--- src/rtl/sdpt_pkg.sv ---
package sdpt_pkg;

  typedef enum logic [1:0] {
    PG_HIT      = 2'b00,
    PG_EMPTY    = 2'b01,
    PG_CONFLICT = 2'b10
  } pg_class_e;

  // Classification of one access against one entry.
  function automatic pg_class_e pg_classify(input logic is_open, input logic same_row);
    if (!is_open)     return PG_EMPTY;
    else if (same_row) return PG_HIT;
    else              return PG_CONFLICT;
  endfunction

endpackage

--- src/rtl/sdpt_entry.sv ---
module sdpt_entry #(
  parameter int ROW_W = 13
) (
  input  logic             clk,
  input  logic             rst_n,
  input  logic             set_i,
  input  logic             clr_i,
  input  logic [ROW_W-1:0] row_i,
  output logic             vld_o,
  output logic             vld_nx_o,
  output logic [ROW_W-1:0] row_nx_o
);

  logic             vld_q;
  logic [ROW_W-1:0] row_q;

  // Next state: a close has priority over an open.
  always_comb begin
    vld_nx_o = vld_q;
    row_nx_o = row_q;
    if (clr_i) begin
      vld_nx_o = 1'b0;
    end else if (set_i) begin
      vld_nx_o = 1'b1;
      row_nx_o = row_i;
    end
  end

  always_ff @(posedge clk or negedge rst_n) begin
    if (!rst_n) begin
      vld_q <= 1'b0;
      row_q <= '0;
    end else begin
      vld_q <= vld_nx_o;
      row_q <= row_nx_o;
    end
  end

  assign vld_o = vld_q;

  a_r6_open_stores_row: assert property (@(posedge clk) disable iff (!rst_n)
    set_i && !clr_i |=> vld_q && (row_q == $past(row_i)));

  a_r7_close_clears: assert property (@(posedge clk) disable iff (!rst_n)
    clr_i |=> !vld_q);

  a_r6_idle_holds: assert property (@(posedge clk) disable iff (!rst_n)
    !set_i && !clr_i |=> $stable(vld_q) && $stable(row_q));

endmodule

--- src/rtl/sdpt_decode.sv ---
module sdpt_decode #(
  parameter int CS_W   = 2,
  parameter int BANK_W = 2,
  localparam int NUM_BANKS = 1 << BANK_W,
  localparam int NUM_ENT   = 1 << (CS_W + BANK_W)
) (
  input  logic               clk,
  input  logic               rst_n,
  input  logic               cmd_act,
  input  logic               cmd_pre,
  input  logic               cmd_pre_all,
  input  logic [CS_W-1:0]    cmd_cs,
  input  logic [BANK_W-1:0]  cmd_bank,
  input  logic               close_all,
  output logic [NUM_ENT-1:0] set_vec,
  output logic [NUM_ENT-1:0] clr_vec
);

  for (genvar e = 0; e < NUM_ENT; e++) begin : g_ent
    localparam logic [CS_W-1:0]   E_CS   = CS_W'(e >> BANK_W);
    localparam logic [BANK_W-1:0] E_BANK = BANK_W'(e % NUM_BANKS);
    logic cs_match;
    logic bank_match;
    assign cs_match   = (cmd_cs == E_CS);
    assign bank_match = cs_match && (cmd_bank == E_BANK);
    assign set_vec[e] = cmd_act && bank_match;
    assign clr_vec[e] = close_all || (cmd_pre && bank_match) || (cmd_pre_all && cs_match);
  end

  a_r11_one_cmd: assert property (@(posedge clk) disable iff (!rst_n)
    $onehot0({cmd_act, cmd_pre, cmd_pre_all}));

  a_r6_single_open: assert property (@(posedge clk) disable iff (!rst_n)
    cmd_act |-> $countones(set_vec) == 1);

  a_r7_single_close: assert property (@(posedge clk) disable iff (!rst_n)
    cmd_pre && !close_all |-> $countones(clr_vec) == 1);

  a_r8_cs_close: assert property (@(posedge clk) disable iff (!rst_n)
    cmd_pre_all && !close_all |-> $countones(clr_vec) == NUM_BANKS);

  a_r9_close_every: assert property (@(posedge clk) disable iff (!rst_n)
    close_all |-> $countones(clr_vec) == NUM_ENT);

endmodule

--- src/rtl/sdpt_lookup.sv ---
module sdpt_lookup
  import sdpt_pkg::*;
#(
  parameter int CS_W   = 2,
  parameter int BANK_W = 2,
  parameter int ROW_W  = 13,
  localparam int NUM_ENT = 1 << (CS_W + BANK_W)
) (
  input  logic                          clk,
  input  logic                          rst_n,
  input  logic                          lkp_valid,
  input  logic [CS_W-1:0]               lkp_cs,
  input  logic [BANK_W-1:0]             lkp_bank,
  input  logic [ROW_W-1:0]              lkp_row,
  input  logic [NUM_ENT-1:0]            nx_vld,
  input  logic [NUM_ENT-1:0][ROW_W-1:0] nx_row,
  output logic                          res_valid,
  output pg_class_e                     res_class
);

  logic [CS_W+BANK_W-1:0] sel_idx;
  logic                   sel_open;
  logic                   sel_same;
  pg_class_e              sel_class;

  // Classify against the post-update table state.
  assign sel_idx   = {lkp_cs, lkp_bank};
  assign sel_open  = nx_vld[sel_idx];
  assign sel_same  = (nx_row[sel_idx] == lkp_row);
  assign sel_class = pg_classify(sel_open, sel_same);

  always_ff @(posedge clk or negedge rst_n) begin
    if (!rst_n) begin
      res_valid <= 1'b0;
      res_class <= PG_EMPTY;
    end else begin
      res_valid <= lkp_valid;
      if (lkp_valid) res_class <= sel_class;
    end
  end

  a_r2_valid_on: assert property (@(posedge clk) disable iff (!rst_n)
    lkp_valid |=> res_valid);

  a_r2_valid_off: assert property (@(posedge clk) disable iff (!rst_n)
    !lkp_valid |=> !res_valid);

  a_r3_closed_is_empty: assert property (@(posedge clk) disable iff (!rst_n)
    lkp_valid && !sel_open |=> res_class == PG_EMPTY);

  a_r4_same_is_hit: assert property (@(posedge clk) disable iff (!rst_n)
    lkp_valid && sel_open && sel_same |=> res_class == PG_HIT);

  a_r5_other_is_conflict: assert property (@(posedge clk) disable iff (!rst_n)
    lkp_valid && sel_open && !sel_same |=> res_class == PG_CONFLICT);

endmodule

--- src/rtl/sdram_page_table.sv ---
module sdram_page_table
  import sdpt_pkg::*;
#(
  parameter int CS_W   = 2,
  parameter int BANK_W = 2,
  parameter int ROW_W  = 13
) (
  input  logic              clk,
  input  logic              rst_n,
  input  logic              lkp_valid,
  input  logic [CS_W-1:0]   lkp_cs,
  input  logic [BANK_W-1:0] lkp_bank,
  input  logic [ROW_W-1:0]  lkp_row,
  input  logic              cmd_act,
  input  logic              cmd_pre,
  input  logic              cmd_pre_all,
  input  logic [CS_W-1:0]   cmd_cs,
  input  logic [BANK_W-1:0] cmd_bank,
  input  logic [ROW_W-1:0]  cmd_row,
  input  logic              close_all,
  output logic              res_valid,
  output logic [1:0]        res_class
);

  localparam int NUM_ENT = 1 << (CS_W + BANK_W);

  logic [NUM_ENT-1:0]            set_vec;
  logic [NUM_ENT-1:0]            clr_vec;
  logic [NUM_ENT-1:0]            vld_vec;
  logic [NUM_ENT-1:0]            nx_vld;
  logic [NUM_ENT-1:0][ROW_W-1:0] nx_row;
  pg_class_e                     res_class_e;

  sdpt_decode #(.CS_W(CS_W), .BANK_W(BANK_W)) u_decode (
    .clk         (clk),
    .rst_n       (rst_n),
    .cmd_act     (cmd_act),
    .cmd_pre     (cmd_pre),
    .cmd_pre_all (cmd_pre_all),
    .cmd_cs      (cmd_cs),
    .cmd_bank    (cmd_bank),
    .close_all   (close_all),
    .set_vec     (set_vec),
    .clr_vec     (clr_vec)
  );

  for (genvar e = 0; e < NUM_ENT; e++) begin : g_tab
    sdpt_entry #(.ROW_W(ROW_W)) u_entry (
      .clk      (clk),
      .rst_n    (rst_n),
      .set_i    (set_vec[e]),
      .clr_i    (clr_vec[e]),
      .row_i    (cmd_row),
      .vld_o    (vld_vec[e]),
      .vld_nx_o (nx_vld[e]),
      .row_nx_o (nx_row[e])
    );
  end

  sdpt_lookup #(.CS_W(CS_W), .BANK_W(BANK_W), .ROW_W(ROW_W)) u_lookup (
    .clk       (clk),
    .rst_n     (rst_n),
    .lkp_valid (lkp_valid),
    .lkp_cs    (lkp_cs),
    .lkp_bank  (lkp_bank),
    .lkp_row   (lkp_row),
    .nx_vld    (nx_vld),
    .nx_row    (nx_row),
    .res_valid (res_valid),
    .res_class (res_class_e)
  );

  assign res_class = res_class_e;

  a_r9_all_closed: assert property (@(posedge clk) disable iff (!rst_n)
    close_all |=> vld_vec == '0);

  a_r1_never_bad_code: assert property (@(posedge clk) disable iff (!rst_n)
    res_valid |-> res_class != 2'b11);

endmodule

--- config.mk ---
export PLATFORM = sky130hd
export DESIGN_NAME = sdram_page_table
export DESIGN_NICKNAME = d
export VERILOG_FILES = /design/src/rtl/sdpt_pkg.sv /design/src/rtl/sdpt_entry.sv /design/src/rtl/sdpt_decode.sv /design/src/rtl/sdpt_lookup.sv /design/src/rtl/sdram_page_table.sv
export SDC_FILE = /design/constraint.sdc
export NUM_CORES = 1
export LEC_CHECK = 0
export BUFFER_PORTS_ARGS = -buffer_cell sky130_fd_sc_hd__buf_4
export CORE_MARGIN = 2
export CORE_UTILIZATION = 62
export DETAILED_ROUTE_END_ITERATION = 6
export PLACE_DENSITY_LB_ADDON = 0.05
export SYNTH_ARGS = -nofsm -noshare
export SYNTH_HDL_FRONTEND = slang
export SYNTH_HIERARCHICAL = 1
export SYNTH_SLANG_ARGS = --single-unit
--- constraint.sdc ---
create_clock -name clk -period 4.9 [get_ports clk]
set_input_delay 0.245 -clock clk [delete_from_list [all_inputs] [get_ports clk]]
set_output_delay 0.245 -clock clk [all_outputs]
set_load 0.02 [all_outputs]
# After elaboration in Yosys (flattened, before gate mapping)

Index checks and enable logic that the tools add are counted.

Register bits after elaboration: 227

Multiplexer cells: 70
Reduce and logical (&&, ||, !) cells: 86
Equal/unequal tests: 7
$lt $le $gt $ge: 1

Operators with widths:

| cell                 | number |
|---|---|
| $mux W13             | 33 |
| $bmux W13 S4         | 1 |
| $logic_and A1 B1 Y1  | 52 |
| $mux W1              | 33 |
| $logic_or A1 B1 Y1   | 32 |
| $eq A13 B13 Y1       | 1 |
| $eq A2 B2 Y1 const B | 4 |
| $lt A4 B5 Y1 const B | 1 |
| $bmux W1 S4          | 1 |
| $eq A2 B1 Y1 const B | 2 |
| $logic_not A2 Y1     | 2 |
| $mux W2              | 2 |

# Logic depth before layout (Yosys ltp)

Depth in word-level cells: 11
Depth in mapped cells: 13
Depth with buffers taken out: 10

# Cells and area by module

Netlist, hierarchy kept.

Modules (own cells, without submodules):

| module      | cells each | times used | area each (um^2) | sequential area each (um^2) |
|---|---|---|---|---|
| sdpt_entry  | 31         | 16         | 575.6            | 350.3 |
| sdpt_lookup | 201        | 1          | 2278.4           | 76.3 |
| sdpt_decode | 61         | 1          | 384.1            | 0.0 |

# Worst setup path before layout

Ideal clock, no wire load.

Kind: input to register
From: input port cmd_cs[0]
To: register u_lookup.res_class[1]
Path slack: 1.632 ns
Path buffers: 3
Stages on the path: 12
Data required time: 4.764 ns
Arrival time: 3.133 ns
Library setup time: 0.136 ns
Cell sequence: buf_2 buf_2 nand3b_1 nor3_1 nor2b_4 buf_12 mux2_4 mux4_1 mux4_2 xor2_1 a2111oi_2 a31oi_1

RTL lines:

| element              | RTL line               | RTL |
|---|---|---|
| from (decl)          | sdram_page_table.sv:17 | `input logic [CS_W-1:0] cmd_cs,` |
| to (signal assigned) | sdpt_lookup.sv:38      | `if (lkp_valid) res_class <= sel_class;` |
| to (decl)            | sdpt_lookup.sv:18      | `output pg_class_e res_class` |

==> flow_metrics.py <==
metrics = {
    "status": {
        "status": "finished clean",
    },
    "routing": {
        "drtIter0Drc": 445,
        "vias": 6722,
        "vias_per_cell": 6.39,
        "route.detailed.drc": 0,
        "avgRoutedWirePerCell_um": 27.2,
        "antenna_left": 0,
        "dr.pass1.iters": 4,
        "drt_wl_total_um": 28700,
    },
    "timing": {
        "setup_tns_ns": 0,
        "hold_violations": 0,
        "rsz0062_at_grt": "false",
        "fin_crit_sh_pct": 69.4,
        "skew_ns": 0.0162,
        "whs_ns": 0.109,
        "worst_pin_slew_ns": 0.988,
        "relSlewSlack_pct": 34.1,
        "fmax_mhz": 294,
        "slew_violations": 0,
        "setup_viol": 0,
        "min_period_ns": 3.40,
    },
    "critical_path": {
        "r2r_start": "g_tab[7].u_entry/row_q[0]$_DFF_PN0_",
        "start_kind": "primary input",
        "crit_fanout": 13,
        "r2r_cells": 7,
        "slowest_delay_ns": 0.66,
        "startpoint": "cmd_bank[1]",
        "crit_end": "u_lookup/res_class[1]$_DFFE_PN0P_",
        "critical_path.most_common_cell": "a31oi_1",
        "path_delay_family": "compound AO/OA/AOI/OAI gates",
        "rrSetupSlack_ns": 2.46,
        "endpoint_kind": "register",
        "worstSetupPathType": "in2reg",
        "required_ns": 5.29,
        "r2r-end": "u_lookup/res_class[1]$_DFFE_PN0P_",
        "cp_data_arrival_time_ns": 3.79,
        "cp_num_buf_inv": 1,
        "cp_num_cells": 11,
        "crit_chain": "buf_4 -> a31oi_1 -> o21ai_0 -> nor2b_4 -> mux2_2 -> mux4_2 -> xor2_1 -> nor3_1 -> a2bb2oi_1 -> a2111oi_2 -> a31oi_1",
        "cp_slowest_cell": "nor2b_4",
    },
    "grt": {
        "grt_overflow": 0,
        "grt_pass1_vias": 7243,
        "grt_pass1_wl_um": 44200,
        "grt.total_usage_pct": 29.3,
        "grt_max_degree": 124,
        "grt_antenna_before_repair": 0,
    },
    "clocking": {
        "cts_resized": 0,
        "cts_made_buffers": 25,
        "cts_buffer_depth": 3,
        "cts_tree": "built",
        "root_buffer": "clkbuf_16",
        "htree_levels": 1,
        "cts.sinks": 227,
        "clk_pin_slew_ns": 0.07,
        "clk_latency_ns": 0.52,
    },
    "logic_synthesis": {
        "seq_area_frac_synth_pct": 47.9,
        "synthDistinctLibCells": 55,
        "synth-xor-area-share_pct": 1.40,
        "synth-edff-count": 0,
        "synth_cells": 758,
        "synthMuxAreaShare_pct": 36.8,
        "synth-compound-area-share_pct": 3.34,
        "synth-simple-area-share_pct": 6.65,
        "syn_area_per_cell_um2": 15.7,
        "ys.flop_type": "dfrtp_1",
        "synth_top_family_by_area": "multiplexers",
        "synthAdderAreaFrac_pct": 0,
        "synthArstFlopShare_pct": 100,
        "yosysWarnings": 6,
        "syn_area_um2": 11900,
        "ys_seq_elements": 227,
        "synth.net_count": 799,
    },
    "placement": {
        "hpwl_um": 18000,
        "gp_congestion": 0.869,
        "portBuffers": 43,
    },
    "pwr": {
        "power_frac_comb_pct": 20.6,
        "intPower_mw": 3.99,
        "swShare_pct": 25.2,
        "clkPwrFrac_pct": 36.3,
        "leakage_nw": 5.89,
        "max-vdd-ir-drop_mv": 0.352,
        "p_switching_mw": 1.34,
        "power_density_nw_per_um2": 410,
        "seqPwrFrac_pct": 43.1,
    },
    "finish": {
        "layout_commonest_cell": "dfrtp_1",
        "final_util_pct": 69.2,
        "fin_nets": 840,
        "syn_to_final_growth_pct": 9.46,
        "drive_gt1_share_pct": 44.3,
        "n_antenna_cell": 0,
        "mostFrequentLayoutCells": "dfrtp_1, mux2_4, buf_4, mux2_2, nor2_1",
        "fill_cells": 1298,
    },
    "die": {
        "io_pins": 44,
        "start_util_pct": 63.3,
        "die_h_um": 142,
        "die_w_um": 142,
        "die_area_um2": 20300,
        "rows": 50,
        "core_um2": 18800,
    },
    "job": {
        "cap_violations": 0,
    },
    "min_path": {
        "hold_start": "cmd_row[12]",
        "hold_class": "in2reg",
    },
}
## kinds of logic (layout without fill, tap and decap cells)
family	after synthesis	after routing
multiplexers	292	292
flip-flops	227	227
AND/OR/NAND/NOR	128	128
AO/OA/AOI/OAI	49	49
buffers and inverters	43	103
XOR/XNOR	19	19
## power groups by stage
stage          sequential [mW]  clock [mW]  combinational (mW)
2_1_floorplan             2.29           0               0.811
3_3_place_gp              2.31           0                1.04
3_5_place_dp              2.33           0                1.08
4_1_cts                   2.30        1.97                1.09
5_1_grt                   2.33        2.06                1.16
6_report                  2.30        1.93                1.10
## synthesized netlist by cell type, drive strengths merged, types with 2 or more instances
cell    number  area, um^2
dfrtp      226        5660
mux2       211        2980
nor2        50         188
mux4        44        1020
mux2i       37         370
buf         33         435
nor2b       26         283
nand2       12        45.0
xor2        12         105
a311o        9        90.1
clkbuf       9        33.8
a22oi        7        52.6
a31oi        7        43.8
nand2b       7        43.8
nor3         7        40.0
xnor2        7        61.3
nand3b       6        45.0
o21ai        5        25.0
nor3b        4        30.0
a41o         3        30.0
and3b        3        26.3
a21oi        2        10.0
and3         2        12.5
and4         2        17.5
nand3        2        10.0
nor4         2        12.5
o211ai       2        15.0
o221ai       2        17.5
## per-stage QoR
stage               total power [mW]  cell area [um^2]  cells  setup WS [ns]
global placement                3.35             12100   1004           1.06
detailed placement              3.40             12100   1004           1.02
CTS                             5.36             13000   1052           1.54
floorplan                       3.10             11900    758           1.63
global route                    5.55             13000   1052           1.42
finish                          5.33             13000   1052           1.50
## final cells by class
class | count | area (um^2) | area share [%]
inverters | 1 | 3.75 | 0.0289
flip-flops and latches | 227 | 5680 | 43.7
clock buffers | 36 | 707 | 5.44
multi-input cells | 488 | 5720 | 44.0
well taps | 234 | 293 | 2.25
repair buffers | 56 | 445 | 3.43
clock inverters | 10 | 148 | 1.14
## sequential cells by signal, indices dropped and copies added, names as in the netlist
| register | flops |
|---|---|
| u_lookup/res_valid | 1 |
| g_tab.u_entry/vld_o | 16 |
| u_lookup/res_class | 2 |
| g_tab.u_entry/row_q | 208 |
## layer usage
metal	track usage [%]	up-vias	part of all wire (%)
met4	8.44	0	2.5
met5	0	-	0
met1	40.4	3607	44
li1	-	2889	-
met2	48.6	181	49
met3	4.71	45	4.6
## worst reg2reg max path: cells and delay by family (launching register included)
family	cells	cell delay, ns
and+or+nand+nor	1	0.34
xor gates and xnor gates	1	0.19
muxes	2	0.78
AOI/OAI and AO/OA	3	0.66
DFF	1	0.37
## how the worst min path moves through the flow
stage,cells past startpoint,slack [ns],endpoint
after floorplan,0,-0.05,g_tab[0].u_entry/row_q[0]$_DFF_PN0_
after global placement,1,0.36,g_tab[13].u_entry/vld_o$_DFF_PN0_
after detailed placement,1,0.37,g_tab[12].u_entry/vld_o$_DFF_PN0_
after CTS,2,0.09,g_tab[6].u_entry/row_q[12]$_DFF_PN0_
after global routing,2,0.11,g_tab[15].u_entry/row_q[12]$_DFF_PN0_
final,2,0.11,g_tab[15].u_entry/row_q[12]$_DFF_PN0_
## timing repair
item	in CTS	in global routing
hold buffers	2	0
hold endpoints to repair	105	0
setup buffers	0	0
(Power assumes the default switching activity.)
